===== src/rtl/usb_in_ep_buf.sv =====
module usb_in_ep_buf #(
  parameter int DEPTH = 64,
  parameter int DW    = 8
) (
  input  logic          clk,
  input  logic          rst_n,
  input  logic          fw_wr_en,
  input  logic [DW-1:0] fw_wr_data,
  input  logic          fw_arm,
  input  logic          fw_flush,
  input  logic          fw_clr_tog,
  input  logic          fw_clr_sent_stall,
  input  logic          fw_clr_underrun,
  input  logic          cfg_stall,
  input  logic          cfg_iso,
  input  logic          cfg_wait_sof,
  input  logic          cfg_force_tog,
  input  logic          cfg_auto_arm,
  input  logic          cfg_dbl,
  input  logic [7:0]    cfg_maxp,
  input  logic          ev_in_tok,
  input  logic          ev_sof,
  input  logic          ev_ack,
  input  logic          ev_tx_done,
  input  logic          tx_rd,
  output logic          rsp_valid,
  output logic [2:0]    rsp_code,
  output logic [$clog2(DEPTH):0] tx_len,
  output logic [DW-1:0] tx_data,
  output logic          pkt_rdy,
  output logic          pkt_present,
  output logic          sent_stall,
  output logic          underrun,
  output logic          irq
);
  localparam int AW = $clog2(DEPTH);
  localparam int LW = AW + 1;
  localparam logic [2:0] RSP_DATA0 = 3'd1;
  localparam logic [2:0] RSP_DATA1 = 3'd2;
  localparam logic [2:0] RSP_ZLP   = 3'd3;
  localparam logic [2:0] RSP_NAK   = 3'd4;
  localparam logic [2:0] RSP_STALL = 3'd5;

  logic [DW-1:0] mem [2*DEPTH];
  logic [LW-1:0] len_q [2];
  logic [1:0]    cnt;
  logic          wr_sel, rd_sel, tog, in_flight, sof_ok;
  logic [LW-1:0] wr_ptr;
  logic [AW-1:0] rd_ptr;

  logic          full, wr_acc, auto_hit, do_arm, allow_tx, stall_now;
  logic          complete, dec, data_resp, underrun_set;
  logic [LW-1:0] ptr_after;
  logic [2:0]    code;

  assign full        = cnt >= (cfg_dbl ? 2'd2 : 2'd1);
  assign pkt_present = cnt != 2'd0;
  assign pkt_rdy     = full;
  assign wr_acc      = fw_wr_en & ~full & (wr_ptr < LW'(DEPTH));
  assign ptr_after   = wr_ptr + LW'(wr_acc);
  assign auto_hit    = wr_acc & cfg_auto_arm & (32'(ptr_after) == 32'({cfg_maxp, 3'b000}));
  assign do_arm      = (fw_arm | auto_hit) & ~full;
  assign allow_tx    = pkt_present & (~cfg_iso | ~cfg_wait_sof | sof_ok);
  assign stall_now   = ev_in_tok & ~cfg_iso & cfg_stall;
  assign complete    = in_flight & ((cfg_iso | cfg_force_tog) ? ev_tx_done : ev_ack);
  assign dec         = complete | (fw_flush & pkt_present);
  assign tx_len      = len_q[rd_sel];
  assign tx_data     = mem[{rd_sel, rd_ptr}];

  always_comb begin
    if (~cfg_iso & cfg_stall) code = RSP_STALL;
    else if (allow_tx)        code = (cfg_iso | ~tog) ? RSP_DATA0 : RSP_DATA1;
    else if (cfg_iso)         code = RSP_ZLP;
    else                      code = RSP_NAK;
  end

  assign data_resp    = ev_in_tok & ((code == RSP_DATA0) | (code == RSP_DATA1));
  assign underrun_set = ev_in_tok & ((code == RSP_NAK) | ((code == RSP_ZLP) & ~pkt_present));

  always_ff @(posedge clk)
    if (wr_acc) mem[{wr_sel, wr_ptr[AW-1:0]}] <= fw_wr_data;

  always_ff @(posedge clk) begin
    if (!rst_n) begin
      cnt <= '0; wr_sel <= 1'b0; rd_sel <= 1'b0; wr_ptr <= '0; rd_ptr <= '0;
      len_q[0] <= '0; len_q[1] <= '0;
      tog <= 1'b0; in_flight <= 1'b0; sof_ok <= 1'b0;
      rsp_valid <= 1'b0; rsp_code <= '0; irq <= 1'b0;
      sent_stall <= 1'b0; underrun <= 1'b0;
    end else begin
      rsp_valid  <= ev_in_tok;
      if (ev_in_tok) rsp_code <= code;
      irq        <= complete;
      sent_stall <= stall_now | (sent_stall & ~fw_clr_sent_stall);
      underrun   <= underrun_set | (underrun & ~fw_clr_underrun);
      if (fw_clr_tog)                tog <= 1'b0;
      else if (complete & ~cfg_iso)  tog <= ~tog;

      if (stall_now) begin
        cnt <= '0; wr_ptr <= '0; rd_ptr <= '0; wr_sel <= 1'b0; rd_sel <= 1'b0;
        in_flight <= 1'b0; sof_ok <= 1'b0;
      end else begin
        cnt <= cnt + {1'b0, do_arm} - {1'b0, dec};
        if (do_arm) begin
          len_q[wr_sel] <= ptr_after;
          wr_ptr <= '0;
          if (cfg_dbl) wr_sel <= ~wr_sel;
        end else if (fw_flush) wr_ptr <= '0;
        else                   wr_ptr <= ptr_after;

        if (dec) begin
          rd_ptr <= '0;
          if (cfg_dbl) rd_sel <= ~rd_sel;
        end else if (ev_in_tok) rd_ptr <= '0;
        else if (tx_rd)         rd_ptr <= rd_ptr + 1'b1;

        if (ev_in_tok) in_flight <= data_resp;
        else if (dec)  in_flight <= 1'b0;

        if (dec)                       sof_ok <= 1'b0;
        else if (ev_sof & pkt_present) sof_ok <= 1'b1;
      end
    end
  end

  AST_RSP_NEXT:    assert property (@(posedge clk) disable iff (!rst_n) ev_in_tok |=> rsp_valid);
  AST_RSP_ONLY:    assert property (@(posedge clk) disable iff (!rst_n) !ev_in_tok |=> !rsp_valid);
  AST_RDY_HELD:    assert property (@(posedge clk) disable iff (!rst_n) pkt_rdy |-> pkt_present);
  AST_STALL_FLUSH: assert property (@(posedge clk) disable iff (!rst_n) (rsp_valid && rsp_code == RSP_STALL) |-> (!pkt_present && sent_stall));
  AST_NAK_FLAG:    assert property (@(posedge clk) disable iff (!rst_n) (rsp_valid && rsp_code == RSP_NAK) |-> underrun);
  AST_ISO_DATA0:   assert property (@(posedge clk) disable iff (!rst_n) (ev_in_tok && cfg_iso) |=> rsp_code != RSP_DATA1);
  AST_IRQ_PULSE:   assert property (@(posedge clk) disable iff (!rst_n) irq |=> !irq);
  AST_CNT_MAX:     assert property (@(posedge clk) disable iff (!rst_n) cnt <= 2'd2);
endmodule


===== config.mk =====
export PLATFORM = sky130hd
export DESIGN_NAME = usb_in_ep_buf
export DESIGN_NICKNAME = d
export VERILOG_FILES = /design/src/rtl/usb_in_ep_buf.sv
export SDC_FILE = /design/constraint.sdc
export NUM_CORES = 1
export LEC_CHECK = 0
export BUFFER_PORTS_ARGS = -buffer_cell sky130_fd_sc_hd__buf_4
export CAP_MARGIN = 20
export CORE_MARGIN = 2
export CORE_UTILIZATION = 55
export DETAILED_ROUTE_END_ITERATION = 12
export PLACE_DENSITY = 0.71
export SLEW_MARGIN = 20
export SYNTH_ARGS = -nofsm -noshare
export SYNTH_HDL_FRONTEND = slang
export SYNTH_SLANG_ARGS = --single-unit

===== constraint.sdc =====
create_clock -name clk -period 8.3 [get_ports clk]
set_input_delay 0 -clock clk [delete_from_list [all_inputs] [get_ports clk]]
set_output_delay 0 -clock clk [all_outputs]
set_load 0.02 [all_outputs]

### Word level (Yosys, flattened, before mapping)

Memories as Yosys holds them, arrays and structs flattened. A register that Yosys moved wholly into a read port is not among the register bits.
Cells that the tools add are included.

* $add $sub $neg: 4
* magnitude comparators: 2
* eq/ne operators: 5
* multiplexer cells: 20
* bitwise logic cells: 38
* reductions and logical operators: 10

Operators with widths (number)
* 1-bit AND: 18
* 1-bit 2-to-1 mux: 14
* 7-bit by 11-bit == test with 1-bit output: 1
* 1-bit inverter: 10
* 1-bit OR: 10
* 3-bit 2-to-1 mux: 3
* 4-bit OR reduction: 2
* 7-bit by 1-bit adder with 7-bit output: 1
* 7-bit < comparator (second input constant): 1
* 7-bit 2-to-1 mux: 1
* 7-bit OR reduction: 1
* 6-bit by 1-bit adder with 6-bit output (second input constant): 1
* 3-bit by 2-bit == test with 1-bit output (second input constant): 2
* 2-bit 2-to-1 mux: 2
* 2-bit AND reduction: 2
* 2-bit nonzero test: 2
* 2-bit OR reduction: 2
* 3-bit by 1-bit == test with 1-bit output (second input constant): 1
* 3-bit == test (second input constant): 1
* 3-bit OR reduction: 1
* 2-bit by 1-bit adder with 2-bit output: 1
* 2-bit >= comparator: 1
* 2-bit by 1-bit subtractor with 2-bit output: 1

* flip-flop bits (word level): 27
* bits in writable memories: 1038
* input port bits: 35
* word-level logic and storage cells: 94
* memories kept: 2

Memories
* mem: words 128, bits a word 8, read ports 1, clocked after Yosys merged registers in 0, write ports 1, RTL line 44 `logic [DW-1:0] mem [2*DEPTH];`
* len_q: words 2, bits a word 7, read ports 1, clocked after Yosys merged registers in 1, write ports 2, RTL line 45 `logic [LW-1:0] len_q [2];`

### Logic depth before layout (Yosys ltp)

* depth after elaboration: 16
* depth in mapped cells: 19
* mapped depth without buffers: 18

### Worst setup path after synthesis

Ideal clock, no wire load.

* kind: register -> register
* start point: register cnt[0]
* end point: memory len_q[0][0] in the netlist's numbering, enable pin
* setup time: 0.381 ns
* arrival time: 3.390 ns
* slack: 4.529 ns
* stages on the path, launching flop included: 14
* buffers on the path: 1
* clock period less this slack: 3.771 ns
* path through: dfxtp_1 -> inv_1 -> ha_1 -> nand2b_4 -> a2111oi_4 -> ha_1 -> ha_1 -> nor4b_1 -> nand4_1 -> nor3_1 -> a21o_1 -> inv_2 -> buf_6 -> o21ai_0

RTL lines
* start: declaration: RTL line 46 `logic [1:0] cnt;`
* start signal: assignment: RTL line 103 `cnt <= cnt + {1'b0, do_arm} - {1'b0, dec};`
* end: declaration: RTL line 45

==> flow_summary.yaml <==
synthesis:
  yosysTopAreaCellShare_pct: 74.3
  synth-seq-cells: 1066
  synth_edf_count: 1038
  yosysWarnings: 0
  synth_area_leaders: "edfxtp_1 (74%), mux4_2 (10%), mux2i_1 (3.4%), nor2_1 (1.6%), dfxtp_1 (1.3%)"
  synth_cells: 2141
  synth-seq-area-share_pct: 75.6
  synth_cell_type_count: 67
  netlist.top_cell.by_area: "edfxtp_1"
  syn_area_um2: 42000
  async_flop_share_pct: 0
  synth_nets: 2183
  avgSynthCellArea_um2: 19.6
  synth-main-ff-cell: "edfxtp_1"
timing:
  finalCritPeriodShare_pct: 60.1
  fmax_mhz: 200
  max_slew.worst_pin.slew_ns: 1.18
  setup_viol: 0
  hold_viol_final: 0
  final.setup.tns_ns: 0
  slew_viol_final: 0
  layout_min_cycle_time_ns: 4.99
  max_slew_margin_pct: 19.6
  clock-skew-final_ns: 0.0229
  rsz0062_at_grt: "no"
global_routing:
  antenna_found_initial: 2
  grt_max_degree: 116
  grt_use_total_pct: 25.7
  grt_overflow: 0
  grt_pass1_wl_um: 146000
  first_global_vias: 21400
power:
  total_power_w: 0.0114
  seq_power_share_pct: 52.3
  comb_power_share_pct: 6.9
  ir_drop_mv: 0.169
  powerDensity_nw_per_um2: 243
  netSwitchingPower_w: 0.00247
  p_leak_nw: 14.3
  swShare_pct: 21.7
  power.internal_w: 0.00894
  p_clk_share_pct: 40.8
setup_path:
  crit_buf_inv: 3
  cp-end-kind: "flip-flop"
  cp_top_family: "compound AO/OA/AOI/OAI gates"
  startpoint_type: "flip-flop"
  cp_cell_sequence: "inv_1 > ha_1 > nand2b_4 > a2111oi_4 > ha_1 > ha_1 > nor4b_1 > nand4_1 > dlygate4sd3_1 > nor3_1 > a21o_1 > inv_2 > o21ai_0"
  cp_slowest_stage_delay_ns: 0.79
  criticalPathCategory: "reg -> reg"
  cp_max_fo: 17
  crit_slowest_cell: "o21ai_0"
  cpMostUsedCell: "ha_1"
  crit_arrival_ns: 5.27
  crit_required_ns: 8.58
placed_design:
  gp_congestion: 0.876
  dp_hpwl_um: 58400
  place_area_um2: 43200
  io_buffers: 58
layout:
  fill_cells: 5048
  layout_common_cells: "edfxtp_1 (1038), mux4_2 (195), nor2_1 (175), mux2i_1 (142), clkbuf_16 (106)"
  fin_nets: 2294
  synthToLayoutAreaGrowth_pct: 11.9
  diodes: 0
  layout_commonest_cell: "edfxtp_1"
  final_cell_area_um2: 47000
  final_layout_size_suffix_gt1_share_pct: 20.6
drt:
  num_vias: 21700
  drt_iter0_markers: 2749
  ant_nets: 0
  drt_first_pass_iters: 5
  drc: 0
  via_per_inst: 6.54
  wire_per_inst_um: 30.1
  drt-total-wl_um: 99800
clock_tree:
  clock_path_buffers: 3
  tritoncts: "built"
  clock-root-buffer: "clkbuf_16"
  post_cts_buffers: 0
  clk_latency_ns: 0.67
  cts.sinks: 1066
  numCtsBuffers: 104
  path_clk_slew_ns: 0.06
  h-tree-depth: 3
floorplan:
  die_x_um: 280
  std_cell_rows: 101
  dieHeight_um: 280
  initial_utilization_pct: 55.5
  die-area_um2: 78500
  coreArea_um2: 75700
  ioPinCount: 59
flow_run:
  drv_cap: 0
outcome:
  status: "completed"
min_path:
  hp-class: "in -> reg"
-- state kept, by name, summed over array words and instances, names as in the netlist, 2 cells and up, named ones only --
signal    count
cnt           2
rd_ptr        6
wr_ptr        7
mem        1024
rsp_code      3
len_q        14
-- worst paths after layout --
kind	start	endpoint	slack [ns]	cells past startpoint
worst max-delay path	cnt[0]$_SDFF_PP0_	len_q[0][4]$_SDFFCE_PN0P_	3.31	13
worst min-delay path	cfg_maxp[2]	wr_sel$_SDFFE_PP0P_	0.06	5
worst max register to register	cnt[0]$_SDFF_PP0_	len_q[0][4]$_SDFFCE_PN0P_	3.31	13
worst min register to register	in_flight$_SDFFE_PP0P_	in_flight$_SDFFE_PP0P_	0.53	2
-- synthesized netlist by cell type (16+ instances only) --
master	instances
nor2b_1	19
clkbuf_1	50
edfxtp_1	1038
mux2_2	19
nand3_1	23
mux2i_1	142
buf_4	18
dfxtp_1	28
a21oi_1	44
o22ai_1	32
nand2_1	44
a22oi_1	34
buf_6	23
a211oi_1	18
o21ai_0	22
mux4_2	195
and3_1	16
o221ai_1	20
nor2_1	176
buf_2	22
-- power by group through the flow --
stage | combinational, W | sequential [W] | clock (W)
6_report | 0.000791 | 0.00597 | 0.00465
5_1_grt | 0.000836 | 0.00597 | 0.00491
4_1_cts | 0.000783 | 0.00597 | 0.00471
3_5_place_dp | 0.000765 | 0.00609 | 0
3_3_place_gp | 0.000751 | 0.00608 | 0
2_1_floorplan | 0.000480 | 0.00606 | 0
-- stage by stage --
stage	instances	setup WS, ns	hold WS (ns)	util, %
after floorplan	2141	4.53	0.0766	-
after global placement	3087	4.05	0.164	57.1
after detailed placement	3087	3.86	0.183	57.1
after CTS	3315	3.36	0.0233	62.0
after global routing	3316	2.90	0.0858	62.1
final	3316	3.31	0.0625	62.1
-- logic make-up (layout without fill, tap and decap cells) --
group	Yosys count	in the layout	share of synthesized area, %
flops	1066	1066	75.6
buf+inv	132	329	1.91
fa+ha+maj	7	7	0.209
xor+xnor	16	16	0.367
mux	358	358	14.4
simple gates	343	343	3.81
compound gates	219	219	3.68
-- per-layer routing --
layer | vias to the layer above | track usage, % | share of wire (%)
met5 | - | 0 | 0.025
met4 | 4 | 8.67 | 3.0
met3 | 172 | 5.19 | 10
met2 | 1257 | 39.2 | 47
met1 | 11200 | 37.6 | 40
li1 | 9011 | - | -
-- area by class of cell --
type | count | area [um2] | share of cell area (%)
sequential | 1066 | 31700 | 67.6
multi-input combinational | 943 | 9500 | 20.2
clock buffer | 135 | 2830 | 6.03
tap | 978 | 1220 | 2.60
timing repair buffer | 124 | 1080 | 2.30
clock inverter | 57 | 553 | 1.18
inverter | 13 | 48.8 | 0.104
-- worst reg2reg max path: stages, from the launching register on --
cell           delay (ns)
dfxtp_1              0.35
inv_1                0.05
ha_1                 0.26
nand2b_4             0.15
a2111oi_4            0.65
ha_1                 0.30
ha_1                 0.29
nor4b_1              0.34
nand4_1              0.13
dlygate4sd3_1        0.61
nor3_1               0.23
a21o_1               0.28
inv_2                0.17
o21ai_0              0.79
-- what timing repair did --
| action | CTS | global route |
|---|---|---|
| resized for setup | 0 | 0 |
| endpoints found under the hold margin | 364 | 0 |
| hold buffers | 36 | 0 |
No activity file was read; power rests on OpenSTA's default activity.
